[config.mk]
export PLATFORM = sky130hd
export DESIGN_NAME = rx_char_buffer
export DESIGN_NICKNAME = d
export VERILOG_FILES = /design/src/rtl/rxbuf_pkg.sv /design/src/rtl/rxbuf_store.sv /design/src/rtl/rxbuf_ctrl.sv /design/src/rtl/rx_char_buffer.sv
export SDC_FILE = /design/constraint.sdc
export NUM_CORES = 1
export LEC_CHECK = 0
export CORE_UTILIZATION = 35
export DETAILED_ROUTE_END_ITERATION = 6
export SYNTH_ARGS = -nofsm -noshare
export SYNTH_HDL_FRONTEND = slang
export SYNTH_SLANG_ARGS = --single-unit
[constraint.sdc]
create_clock -name clk -period 4.32 [get_ports clk]
set_input_delay 0.864 -clock clk [delete_from_list [all_inputs] [get_ports clk]]
set_output_delay 0.864 -clock clk [all_outputs]
set_load 0.02 [all_outputs]
[src/rtl/rxbuf_pkg.sv]
package rxbuf_pkg;

    // Width of one stored entry: data byte plus status bits up to the break bit
    localparam int ENTRY_W = 11;
    // Position of the break marker inside an entry
    localparam int BRK_BIT = 10;

    // Flag byte bit positions, decoded by the register block
    localparam int FLG_TX_EMPTY = 7;
    localparam int FLG_RX_FULL  = 6;
    localparam int FLG_RX_EMPTY = 4;

    typedef logic [ENTRY_W-1:0] entry_t;

    // Build a stored entry from a receiver push
    function automatic entry_t make_entry(input logic is_brk, input logic [7:0] ch);
        entry_t e;
        e = '0;
        if (is_brk) begin
            e[BRK_BIT] = 1'b1;
        end else begin
            e[7:0] = ch;
        end
        return e;
    endfunction

endpackage

[src/rtl/rxbuf_store.sv]
module rxbuf_store #(
    parameter int DEPTH = 16,
    parameter int AW    = 4,
    parameter int EW    = 11
) (
    input  logic          clk,
    input  logic          rst_n,
    input  logic          wr_en,
    input  logic [AW-1:0] wr_addr,
    input  logic [EW-1:0] wr_data,
    input  logic [AW-1:0] rd_addr,
    output logic [EW-1:0] rd_data
);

    logic [DEPTH-1:0][EW-1:0] slot_d, slot_q;

    always_comb begin
        slot_d = slot_q;
        if (wr_en) begin
            slot_d[wr_addr] = wr_data;
        end
    end

    genvar gi;
    generate
        for (gi = 0; gi < DEPTH; gi++) begin : g_slot
            always_ff @(posedge clk) begin
                if (!rst_n) begin
                    slot_q[gi] <= '0;
                end else begin
                    slot_q[gi] <= slot_d[gi];
                end
            end
        end
    endgenerate

    assign rd_data = slot_q[rd_addr];


    store_hold_chk: assert property (@(posedge clk) disable iff (!rst_n)
        !wr_en |=> $stable(slot_q));


    store_write_chk: assert property (@(posedge clk) disable iff (!rst_n)
        wr_en |=> slot_q[$past(wr_addr)] == $past(wr_data));

endmodule

[src/rtl/rxbuf_ctrl.sv]
module rxbuf_ctrl #(
    parameter int DEPTH = 16,
    parameter int AW    = 4,
    parameter int CW    = 5
) (
    input  logic          clk,
    input  logic          rst_n,
    input  logic          fifo_en,
    input  logic          push_req,
    input  logic          pop_req,
    output logic          push_ok,
    output logic          accept,
    output logic [AW-1:0] wr_addr,
    output logic [AW-1:0] rd_addr,
    output logic [CW-1:0] count,
    output logic          rx_empty,
    output logic          rx_full
);

    localparam logic [CW-1:0] CNT_MAX = CW'(DEPTH);
    localparam logic [AW-1:0] PTR_LAST = AW'(DEPTH - 1);

    typedef struct packed {
        logic [AW-1:0] rd;
        logic [CW-1:0] cnt;
        logic          empty;
        logic          full;
    } ctrl_t;

    ctrl_t st_d, st_q;
    logic  pop_move;
    logic [CW:0] slot_sum;

    always_comb begin
        push_ok  = fifo_en ? (st_q.cnt < CNT_MAX) : (st_q.cnt == '0);
        accept   = push_req && push_ok;
        pop_move = pop_req && (st_q.cnt != '0);

        slot_sum = {{(CW+1-AW){1'b0}}, st_q.rd} + {1'b0, st_q.cnt};
        if (slot_sum >= (CW+1)'(DEPTH)) begin
            slot_sum = slot_sum - (CW+1)'(DEPTH);
        end
        wr_addr = slot_sum[AW-1:0];

        st_d = st_q;
        if (pop_move) begin
            st_d.rd = (st_q.rd == PTR_LAST) ? '0 : st_q.rd + AW'(1);
        end
        st_d.cnt = st_q.cnt + CW'(accept) - CW'(pop_move);

        if (accept) begin
            st_d.empty = 1'b0;
            if (st_d.cnt == CNT_MAX) begin
                st_d.full = 1'b1;
            end
        end
        if (pop_req) begin
            st_d.full = 1'b0;
            if (st_d.cnt == '0) begin
                st_d.empty = 1'b1;
            end
        end
    end

    always_ff @(posedge clk) begin
        if (!rst_n) begin
            st_q <= '{rd: '0, cnt: '0, empty: 1'b1, full: 1'b0};
        end else begin
            st_q <= st_d;
        end
    end

    assign rd_addr  = st_q.rd;
    assign count    = st_q.cnt;
    assign rx_empty = st_q.empty;
    assign rx_full  = st_q.full;


    no_overflow_chk: assert property (@(posedge clk) disable iff (!rst_n)
        st_q.cnt <= CNT_MAX);


    full_track_chk: assert property (@(posedge clk) disable iff (!rst_n)
        st_q.full == (st_q.cnt == CNT_MAX));


    empty_track_chk: assert property (@(posedge clk) disable iff (!rst_n)
        st_q.empty == (st_q.cnt == '0));


    stale_pop_chk: assert property (@(posedge clk) disable iff (!rst_n)
        (pop_req && st_q.cnt == '0 && !push_req) |=> ($stable(st_q.rd) && st_q.cnt == '0));


    both_ops_chk: assert property (@(posedge clk) disable iff (!rst_n)
        (accept && pop_move) |=> $stable(st_q.cnt));


    hold_mode_chk: assert property (@(posedge clk) disable iff (!rst_n)
        (!fifo_en && !$past(fifo_en) && $past(rst_n) && st_q.cnt > CW'(1)) |-> $past(st_q.cnt) > CW'(1));

endmodule

[src/rtl/rx_char_buffer.sv]
module rx_char_buffer #(
    parameter int DEPTH  = 16,
    parameter int PTR_W  = $clog2(DEPTH),
    parameter int LVL_W  = $clog2(DEPTH + 1)
) (
    input  logic                        clk,
    input  logic                        rst_n,
    input  logic                        fifo_en,
    input  logic                        push_valid,
    input  logic                        push_break,
    input  logic [7:0]                  push_data,
    output logic                        push_ready,
    input  logic                        pop_req,
    output logic [rxbuf_pkg::ENTRY_W-1:0] pop_data,
    output logic [LVL_W-1:0]            level,
    output logic [7:0]                  flag_word
);
    import rxbuf_pkg::*;

    logic          accept;
    logic [PTR_W-1:0] wr_addr, rd_addr;
    logic          rx_empty, rx_full;
    entry_t        new_entry;

    assign new_entry = make_entry(push_break, push_data);

    rxbuf_ctrl #(.DEPTH(DEPTH), .AW(PTR_W), .CW(LVL_W)) u_ctrl (
        .clk      (clk),
        .rst_n    (rst_n),
        .fifo_en  (fifo_en),
        .push_req (push_valid),
        .pop_req  (pop_req),
        .push_ok  (push_ready),
        .accept   (accept),
        .wr_addr  (wr_addr),
        .rd_addr  (rd_addr),
        .count    (level),
        .rx_empty (rx_empty),
        .rx_full  (rx_full)
    );

    rxbuf_store #(.DEPTH(DEPTH), .AW(PTR_W), .EW(ENTRY_W)) u_store (
        .clk     (clk),
        .rst_n   (rst_n),
        .wr_en   (accept),
        .wr_addr (wr_addr),
        .wr_data (new_entry),
        .rd_addr (rd_addr),
        .rd_data (pop_data)
    );

    always_comb begin
        flag_word               = '0;
        flag_word[FLG_TX_EMPTY] = 1'b1;
        flag_word[FLG_RX_FULL]  = rx_full;
        flag_word[FLG_RX_EMPTY] = rx_empty;
    end

endmodule

==> flow_summary_export.csv <==
group,metric,value,unit
status,status,"finished, final reports clean",
placed_design,place_hpwl,11050,um
floorplan,initial_core_util,0.3598,
worst_setup_path,crit_start,"u_ctrl.rd_addr[0]$_SDFFE_PN0P_",
placed_design,port_buffers,30,
layout,antenna_cells,0,
worst_setup_path,crit_type,"reg2out",
placed_design,place.gp.congestion,0.7567,
pwr,p_leak,0.003304,uW
synth,synth-seq-cells,155,
synth,synth_edf_count,0,
clocking,clkTransAtPathRegs,0.07,ns
layout,syn2layout_area_growth,14.54,%
timing,period_share,0.8719,
worst_setup_path,path_cells,"buf_12 -> mux4_2 -> nor2b_1 -> a211oi_1 -> a21oi_1 -> clkdlybuf4s50_1",
min_path,min_path_type,"reg2reg",
worst_setup_path,critPathArrivalTime,2.90,ns
timing,period_minus_slack,3.767,ns
clocking,cts_resized,0,
synth,ys_async_sr_fraction,0,
worst_setup_path,required,3.46,ns
worst_setup_path,slowest_stage,"clkdlybuf4s50_1",
synth,synthTopCellsByArea,"dfxtp_1 42%, mux2i_1 21%, mux4_2 11%, nand2_1 8.0%, clkbuf_1 1.8%",
timing,maxSlewViolCount,0,
clocking,cts_buffer_depth,2,
worst_setup_path,r2r-start,"u_ctrl.count[3]$_SDFF_PN0_",
synth,synth_cells,691,
floorplan,num_rows,52,
floorplan,dieArea,21590,sq um
pwr,p_per_area,482.8,nW/um^2
timing,max_freq,265.5,MHz
pwr,vdd_drop_max,0.2264,mV
synth,seq_area_frac_synth,0.4221,
routing,vias,5026,
worst_setup_path,crit_path_max_fanout,26,
timing,slew_headroom,0.1887,
worst_setup_path,reg2reg_to,"u_ctrl.rx_full$_SDFFE_PP0P_",
synth,yosysWarnings,0,
layout,drive_gt1_frac,0.1497,
layout,fin_nets,721,
routing,first_iter_violations,266,
worst_setup_path,crit_cells,6,
worst_setup_path,r2r.worst_path.cells,12,
clocking,cts_max_level,4,
grt,overflow,0,
worst_setup_path,critPathTopFamily,"buffers and inverters",
pwr,power_switching_share,0.3328,
timing,rsz0062_at_grt,"no",
routing,wl,16750,um
floorplan,dieWidth,146.9,um
worst_setup_path,critPathBufInv,2,
timing,hold_slack,0.4553,ns
synth,syn_area,7351,sq um
floorplan,coreArea,20430,sq um
pwr,clock_power_share,0.359,
clocking,cts_hold_buf,0,
timing,finClkSkew,0.006646,ns
routing,wl_per_cell,17.13,um
timing,setup_viol,0,
worst_setup_path,r2r_slack,0.76,ns
routing,ant_nets,0,
clocking,worstSkewPairLatency,0.43,ns
pwr,switching_power,1353,uW
grt,grt_usage,0.1659,
timing,hold_viol_final,0,
grt,grt_pass1_vias,5280,
worst_setup_path,max_stage_delay,0.59,ns
routing,drc,0,
synth,yosysTopAreaCell,"dfxtp_1",
pwr,intPower,2712,uW
routing,drt_first_pass_iters,5,
clocking,cts-root-buf,"clkbuf_16",
job,cap_violations,0,
timing,totalNegativeSetupSlack,0,ns
synth,avgSynthCellArea,10.64,sq um
worst_setup_path,endpoint_kind,"output port",
routing,routed_via_density,5.139,
worst_setup_path,start_kind,"register",
grt,antenna_found_initial,0,
floorplan,dieHeight,146.9,um
grt,grt_first_pass_wirelength,27480,um
clocking,cts_tree,"yes",
worst_setup_path,critical_path.endpoint,"pop_data[6]",
clocking,cts-buffers-inserted,17,
floorplan,io_pins,39,
timing,tightest_slew,1.217,ns
pwr,p_seq_frac,0.389,
clocking,postCtsSetupBuffers,0,
layout,fillCellCount,1961,
pwr,power_frac_comb,0.252,
synth,ys.flop_type,"dfxtp_1",
synth,netlist-cell-type-count,44,
clocking,clock_sinks,155,
grt,grt_max_degree,124,
synth,synth.top_cell.area_share,0.4221,
## power by group through the flow
stage	sequential [uW]	combinational, uW	clock, uW
floorplan	1590	775	0
global placement	1610	988	0
detailed placement	1610	1030	0
CTS	1580	1030	1480
global route	1590	1120	1550
finish	1580	1030	1460
## flip-flops by register name, indices dropped and copies added (netlist names)
signal,cells
u_store.slot_q,144
u_ctrl.count,5
u_ctrl.rd_addr,4
u_ctrl.rx_empty,1
u_ctrl.rx_full,1
## synth_stat cells, types with 3 or more instances
library cell,instances
nand2_1,157
mux2i_1,156
dfxtp_1,155
mux4_2,36
clkbuf_1,35
buf_2,18
nor2b_1,14
a21oi_1,13
buf_4,13
ha_1,10
a211oi_1,9
and2_1,5
inv_1,5
nor4_1,5
xnor2_1,5
buf_6,4
nand2b_1,4
o2111ai_1,4
o211ai_1,4
nor4_4,3
xor2_1,3
## per-layer routing
| layer | global-route usage | vias up | routed length [um] |
|---|---|---|---|
| met3 | 0.03944 | 24 | 684 |
| li1 | - | 2418 | - |
| met4 | 0.06134 | 0 | 290 |
| met5 | 0 | - | 0 |
| met2 | 0.2889 | 98 | 8280 |
| met1 | 0.1981 | 2486 | 7495 |
## layout by cell type, fill, tap and decap left out, drive strengths merged, types with 3 or more instances in the layout
cell type and instances:
ha 10, nor2b 14, a21oi 15, mux4 36, xnor2 5, inv 14, dfxtp 155, buf 22
a211oi 9, xor2 3, nand2b 4, and2 5, o2111ai 4, clkdlybuf4s50 29, nand2 157, mux2i 156
o211ai 4, clkinv 3, nor4 9, clkbuf 18, conb 8
## worst reg2reg max path, cell delays in order, from the launching register on
cell and delay (ns):
dfxtp_1 0.37, inv_1 0.10, ha_1 0.14, or4b_4 0.52, and2_1 0.27, ha_1 0.31, inv_1 0.04, ha_1 0.20
fa_1 0.41, xor2_1 0.19, nor4b_1 0.40, mux2i_1 0.18, o41ai_1 0.31
## worst min-delay path by stage
stage / endpoint / from / slack (ns) / cells past startpoint
global route: u_store.slot_q[62]$_SDFFE_PN0P_ / u_store.slot_q[62]$_SDFFE_PN0P_ / 0.47 / 2
floorplan: u_store.slot_q[44]$_SDFFE_PN0P_ / u_store.slot_q[44]$_SDFFE_PN0P_ / 0.43 / 2
CTS: u_store.slot_q[62]$_SDFFE_PN0P_ / u_store.slot_q[62]$_SDFFE_PN0P_ / 0.46 / 2
finish: u_store.slot_q[83]$_SDFFE_PN0P_ / u_store.slot_q[83]$_SDFFE_PN0P_ / 0.46 / 2
detailed placement: u_store.slot_q[62]$_SDFFE_PN0P_ / u_store.slot_q[62]$_SDFFE_PN0P_ / 0.45 / 2
global placement: u_store.slot_q[51]$_SDFFE_PN0P_ / u_store.slot_q[51]$_SDFFE_PN0P_ / 0.44 / 2
## area by class of cell
type,instances,area (sq um),share of cell area
Multi-Input combinational cell,465,3905,0.4638
Sequential cell,155,3105,0.3689
Timing Repair Buffer,51,467.9,0.05558
Clock buffer,18,439.2,0.05216
Tap cell,270,337.8,0.04012
Clock inverter,14,145.1,0.01724
Inverter,5,18.77,0.002229
## stage by stage
step	power [uW]	worst slack, ns	instances	util	instance area, sq um
3_3_place_gp	2598	0.7377	946	0.3835	7835
2_1_floorplan	2367	1.050	697	-	7373
6_report	4065	0.5532	978	0.4121	8419
5_1_grt	4252	0.4017	978	0.4121	8419
4_1_cts	4091	0.4745	978	0.4121	8419
3_5_place_dp	2640	0.4956	946	0.3835	7835
## cells by family after synthesis
kind of cell,count (synthesis),synth area share
AO/OA/AOI/OAI,43,0.04255
XOR/XNOR,8,0.009532
other,2,0.001022
adder cells (fa/ha/maj),12,0.02247
flip-flops,155,0.4221
buffers and inverters,77,0.05311
AND/OR/NAND/NOR,202,0.1265
multiplexers,192,0.3227
Power figures use the tool's default switching activity.
